--- src/rtl/e1pl_pkg.sv ---
package e1pl_pkg;
    localparam int WORD_BITS = 8;
    // bit index 7 is sent first
    localparam logic [WORD_BITS-1:0] ALIGN_WORD    = 8'b1001_1011;
    localparam logic [WORD_BITS-1:0] NONALIGN_WORD = 8'b1101_1111;

    typedef struct packed {
        logic loop;
        logic ais;
        logic transp;
    } loop_ctl_t;
endpackage

--- src/rtl/e1pl_slot_tracker.sv ---
module e1pl_slot_tracker #(
    parameter int SLOTS = 32,
    parameter int BITS  = 8,
    localparam int SLOT_W = $clog2(SLOTS),
    localparam int BIT_W  = $clog2(BITS),
    localparam int POS_W  = SLOT_W + BIT_W
) (
    input  logic              clk,
    input  logic              rst_n,
    input  logic              frame_start,
    output logic [SLOT_W-1:0] cur_slot,
    output logic [BIT_W-1:0]  cur_bit,
    output logic              cur_odd
);
    localparam logic [POS_W-1:0] LAST_POS = POS_W'(SLOTS * BITS - 1);

    typedef struct packed {
        logic [POS_W-1:0] pos;
        logic             odd;
    } trk_t;

    trk_t st_d, st_q;
    logic [POS_W-1:0] pos_now;
    logic             odd_now;
    logic             wrapped_q;

    always_comb begin
        pos_now  = frame_start ? '0 : st_q.pos;
        odd_now  = (frame_start || wrapped_q) ? ~st_q.odd : st_q.odd;
        st_d.pos = (pos_now == LAST_POS) ? '0 : pos_now + 1'b1;
        st_d.odd = odd_now;
        cur_slot = pos_now[POS_W-1:BIT_W];
        cur_bit  = pos_now[BIT_W-1:0];
        cur_odd  = odd_now;
    end

    always_ff @(posedge clk) begin
        if (!rst_n) begin
            st_q.pos  <= '0;
            st_q.odd  <= 1'b1;
            wrapped_q <= 1'b0;
        end else begin
            st_q      <= st_d;
            wrapped_q <= (pos_now == LAST_POS) && !frame_start;
        end
    end


    frame_align_chk: assert property (@(posedge clk) disable iff (!rst_n)
        frame_start |=> (st_q.pos == POS_W'(1)));
endmodule

--- src/rtl/e1pl_ctl_latch.sv ---
module e1pl_ctl_latch
    import e1pl_pkg::*;
(
    input  logic      clk,
    input  logic      rst_n,
    input  logic      frame_start,
    input  loop_ctl_t ctl_in,
    output loop_ctl_t ctl_act
);
    loop_ctl_t ctl_d, ctl_q;

    always_comb begin
        ctl_d   = frame_start ? ctl_in : ctl_q;
        ctl_act = ctl_d;
    end

    always_ff @(posedge clk) begin
        if (!rst_n) ctl_q <= '0;
        else        ctl_q <= ctl_d;
    end


    ctl_hold_chk: assert property (@(posedge clk) disable iff (!rst_n)
        !frame_start |=> $stable(ctl_q));
endmodule

--- src/rtl/e1pl_ts0_gen.sv ---
module e1pl_ts0_gen
    import e1pl_pkg::*;
#(
    parameter int BITS = WORD_BITS,
    localparam int BIT_W = $clog2(BITS)
) (
    input  logic             odd_frame,
    input  logic [BIT_W-1:0] bit_idx,
    output logic             gen_bit
);
    logic [BIT_W-1:0]     sel;
    logic [WORD_BITS-1:0] word;

    always_comb begin
        sel     = BIT_W'(BITS - 1) - bit_idx;
        word    = odd_frame ? NONALIGN_WORD : ALIGN_WORD;
        gen_bit = word[sel];
    end
endmodule

--- src/rtl/e1_payload_loop.sv ---
module e1_payload_loop
    import e1pl_pkg::*;
#(
    parameter int SLOTS = 32,
    parameter int BITS  = WORD_BITS
) (
    input  logic clk,
    input  logic rst_n,
    input  logic rx_bit,
    input  logic rx_frame_start,
    input  logic sys_tx_bit,
    input  logic loop_en,
    input  logic ais_en,
    input  logic ts0_transparent,
    output logic line_tx_bit,
    output logic sys_rx_bit,
    output logic tx_clk_from_rx
);
    localparam int SLOT_W = $clog2(SLOTS);
    localparam int BIT_W  = $clog2(BITS);

    typedef struct packed {
        logic line;
        logic sysrx;
        logic sel;
    } out_t;

    out_t             out_d, out_q;
    loop_ctl_t        ctl_in, act;
    logic [SLOT_W-1:0] slot;
    logic [BIT_W-1:0]  bidx;
    logic             odd, gen_bit, in_ts0;

    assign ctl_in = '{loop: loop_en, ais: ais_en, transp: ts0_transparent};

    e1pl_slot_tracker #(.SLOTS(SLOTS), .BITS(BITS)) u_trk (
        .clk(clk), .rst_n(rst_n), .frame_start(rx_frame_start),
        .cur_slot(slot), .cur_bit(bidx), .cur_odd(odd));

    e1pl_ctl_latch u_ctl (
        .clk(clk), .rst_n(rst_n), .frame_start(rx_frame_start),
        .ctl_in(ctl_in), .ctl_act(act));

    e1pl_ts0_gen #(.BITS(BITS)) u_gen (
        .odd_frame(odd), .bit_idx(bidx), .gen_bit(gen_bit));

    always_comb begin
        in_ts0 = (slot == '0);
        out_d.sel = act.loop;
        if (!act.loop)                  out_d.line = sys_tx_bit;
        else if (in_ts0 && !act.transp) out_d.line = gen_bit;
        else                            out_d.line = rx_bit;
        out_d.sysrx = (act.loop && act.ais) ? 1'b1 : rx_bit;
    end

    always_ff @(posedge clk) begin
        if (!rst_n) out_q <= '0;
        else        out_q <= out_d;
    end

    assign line_tx_bit    = out_q.line;
    assign sys_rx_bit     = out_q.sysrx;
    assign tx_clk_from_rx = out_q.sel;


    sys_pass_chk: assert property (@(posedge clk) disable iff (!rst_n)
        $past(rst_n) && !tx_clk_from_rx |-> line_tx_bit == $past(sys_tx_bit));

    payload_loop_chk: assert property (@(posedge clk) disable iff (!rst_n)
        $past(rst_n) && tx_clk_from_rx && $past(slot != '0) |-> line_tx_bit == $past(rx_bit));

    ais_fill_chk: assert property (@(posedge clk) disable iff (!rst_n)
        $past(rst_n) && $past(act.loop && act.ais) |-> sys_rx_bit);

    sel_frame_chk: assert property (@(posedge clk) disable iff (!rst_n)
        $past(rst_n) && !$past(rx_frame_start) |-> $stable(tx_clk_from_rx));
endmodule

--- config.mk ---
export PLATFORM = sky130hd
export DESIGN_NAME = e1_payload_loop
export DESIGN_NICKNAME = d
export VERILOG_FILES = /design/src/rtl/e1pl_pkg.sv /design/src/rtl/e1pl_slot_tracker.sv /design/src/rtl/e1pl_ctl_latch.sv /design/src/rtl/e1pl_ts0_gen.sv /design/src/rtl/e1_payload_loop.sv
export SDC_FILE = /design/constraint.sdc
export NUM_CORES = 1
export LEC_CHECK = 0
export ABC_AREA = 0
export BUFFER_PORTS_ARGS = -buffer_cell sky130_fd_sc_hd__buf_2
export CAP_MARGIN = 20
export CORE_MARGIN = 1.5
export CORE_UTILIZATION = 53
export CTS_BUF_LIST = sky130_fd_sc_hd__clkbuf_16
export DETAILED_ROUTE_END_ITERATION = 10
export PLACE_DENSITY = 0.79
export SYNTH_ARGS = -nofsm -noshare
export SYNTH_HDL_FRONTEND = slang
export SYNTH_HIERARCHICAL = 1
export SYNTH_SLANG_ARGS = --single-unit
--- constraint.sdc ---
create_clock -name clk -period 2.3 [get_ports clk]
set_input_delay 0.23 -clock clk [delete_from_list [all_inputs] [get_ports clk]]
set_output_delay 0.23 -clock clk [all_outputs]
set_load 0.01 [all_outputs]
==> metrics.md <==
| Metric | Value |
|---|---|
| Status | `complete, no violations` |
| Crit path to | `line_tx_bit` |
| Syn_nets | `between 80 and 90` |
| I/O Pins | `11` |
| Data required, critical path | `2470 ps` |
| Synth unique cells | `30` |
| PwrDens | `about 770 nW/um^2` |
| Port Buffers | `10` |
| CORE AREA | `1300 um^2` |
| CTS tree | `built` |
| CTS Hold Buffers Added | `0` |
| DRC | `0` |
| Max Cap Viol | `0` |
| Minimum clock period | `around 1700 ps` |
| Area of the multi-input gates | `414 um^2` |
| Worst EP arrival | `between 1500 and 2000 ps` |
| Max Used Layer | `met4` |
| Critical path cell sequence | `nor2b_1 -> or4_4 -> or4b_1 -> a31oi_1` |
| Drt wl/cell | `roughly 12 um` |
| CTS resizes | `0` |
| Setup Skew | `roughly 4.2 ps` |
| Crit path kind | `reg2reg` |
| H-tree depth | `1` |
| Gate Count Post-Synth | `76` |
| Via Count | `538` |
| CP Launch Type | `flip-flop` |
| Met2 wire length | `~550 um` |
| Nets | `just under 100` |
| Total GRT Usage | `18.5%` |
| Reg2reg end | `line_tx_bit` |
| First drt pass iteration count | `4` |
| Post-synth top area share | `approximately 43%` |
| CP max FO | `3` |
| Met3 WL | `~44 um` |
| Post-route ant nets | `0` |
| Root buffer cell | `clkbuf_16` |
| Top cells by area, synth | `dfxtp_1 43%, nor2b_1 7.6%, mux2_4 6.1%` |
| Diode count | `0` |
| Crit end category | `flip-flop` |
| Final Setup Violations | `0` |
| Global route overflow | `0` |
| Initial antenna violation count | `0` |
| Layout area overhead | `19.2%` |
| Hold crit path type | `in2reg` |
| VDD IR max | `0.000479 V` |
| Setup TNS | `0 ps` |
| R2r setup slk | `between 500 and 600 ps` |
| Register Area | `around 320 um^2` |
| Total CTS buffers | `3` |
| Largest net degree at the start of global routing | `17` |
| Post-synth top area cell | `dfxtp_1` |
| Setup crit start | `u_trk/st_q[5]` |
| Post-synthesis sequential area ratio | `a little over two fifths` |
| # rows | `13` |
| Metal-1 WL | `630 um` |
| Most frequent cells in the layout | `16 x dfxtp_1, 10 x buf_2, 9 x nor2b_1` |
| RR Startpoint | `u_trk/st_q[5]` |
| Via-to-Cell Ratio | `slightly above 5` |
| Final non-filler cell total | `104` |
| R2R depth | `4` |
| Reg clk slew, reported paths | `50 ps` |
| Static leakage | `0.376 nW` |
| Filler cell count | `111` |
| Die width | `40.4 um` |
| Share of layout cells above drive strength 1 | `between 20 and 30%` |
| Iter 0 DRT Violations | `7` |
| Relative slew margins | `80.2%` |
| Hold Slack | `245 ps` |
| Clk Latency, worst-skew pair | `about 240 ps` |
| Yosys synthesis warning count | `6` |
| WL final | `approximately 1.2 mm` |
| Dpl hpwl | `864 um` |
| Bufs on Longest Clock Path | `2` |
| Final core occ | `68.1%` |
| Post-route cell area | `886 um^2` |
| RSZ-0062 raised after global routing | `no` |
| Worst path max stage delay | `540 ps` |
| Most common cell after layout, fill and taps aside | `dfxtp_1` |
| Post-placement cell count | `100` |
| Die ar. | `roughly 1600 um^2` |
| Mean Syn Cell Area | `9.78 um^2` |
| Worst-Margin Slew | `298 ps` |
| GP Congestion | `0.813` |
| Vias in the first global route | `465` |
| Final hold vios | `0` |
| Fmax achieved | `0.572 GHz` |
| First-pass GRT wire length | `1.94 mm` |
| Chip height | `roughly 40 um` |
| Final period utilization | `between 70% and 80%` |
| Post-CTS Setup Repair Bufs | `0` |
| CP max stage cell | `or4_4` |
| TritonCTS Sinks | `16` |
| Final Slew Violations | `0` |
| Dpl cell area | `807 um^2` |
| Synthesized cell area | `743 um^2` |
| #FFs+latches synth | `16` |
| Effective utilization at floorplan | `between 50% and 60%` |
## metal layers
layer  up-vias  global-route usage (%)
li1        283                       -
met1       244                    21.0
met2         9                    31.0
met3         2                    5.00
met4         0                    10.0
met5         -                       0
## area by class of cell
type,instances,share of cell area (%)
clock buffer,3,8.47
clock inverter,1,0.424
inverter,1,0.424
multi-input combinational,58,46.8
sequential,16,36.2
tap,15,2.12
timing repair buffer,10,5.65
## worst min-delay path by stage
stage / startpoint / endpoint / depth (start not counted)
floorplan: rst_n / u_trk/st_q[0] / 1
global placement: rx_bit / sys_rx_bit / 3
detailed placement: rx_bit / sys_rx_bit / 3
CTS: rx_bit / sys_rx_bit / 3
global route: rst_n / u_trk/st_q[0] / 2
finish: rx_bit / sys_rx_bit / 3
## critical path, delay by kind of cell, from the launching register on
kind	cells	cell delay, ps
simple gates	3	1180
flops	1	330
compound gates	1	160
## kinds of logic after synthesis
| kind of cell | count (synthesis) | synth area share (%) |
|---|---|---|
| fa+ha+maj | 1 | 1.68 |
| compound gates | 7 | 5.56 |
| xor+xnor | 6 | 7.07 |
| buf+inv | 2 | 1.18 |
| flops | 16 | 43.1 |
| simple gates | 41 | 35.4 |
| mux | 3 | 6.06 |
## Yosys cell counts
library cell  instances
o21ai_0               3
and3_2                1
ha_1                  1
and2_4                1
and2_1                4
or4_4                 1
nor2b_1               9
nor2_1                8
nand2b_1              3
inv_1                 1
and2_2                1
a31oi_1               1
a21oi_1               1
and2b_4               1
nor3_1                1
nand2_2               2
dfxtp_1              16
nand3_1               2
or3_1                 1
nand2_1               1
and4b_4               1
o31ai_1               1
buf_2                 1
a21boi_1              1
or4b_1                1
nor3b_1               2
mux2_4                3
xor2_1                4
xnor2_1               2
and4b_2               1
## stage by stage
stage	setup WS, ps	power (W)
after floorplan	623	0.000333
after global placement	420	0.000350
after detailed placement	391	0.000351
after CTS	557	0.000686
after global routing	510	0.000709
final	552	0.000678
## report_power, final
part           internal [W]  leakage [nW]  switching, W
registers          0.000289         0.131    0.00000340
logic             0.0000280         0.206     0.0000245
clock network      0.000230        0.0385      0.000103
## flip-flops by register name, summed over array words and instances, names as in the netlist
signal / count
u_trk/wrapped_q: 1
u_trk/st_q: 9
sys_rx_bit: 1
line_tx_bit: 1
u_ctl/ctl_q: 3
tx_clk_from_rx: 1
No activity file was read; power rests on OpenSTA's default activity.
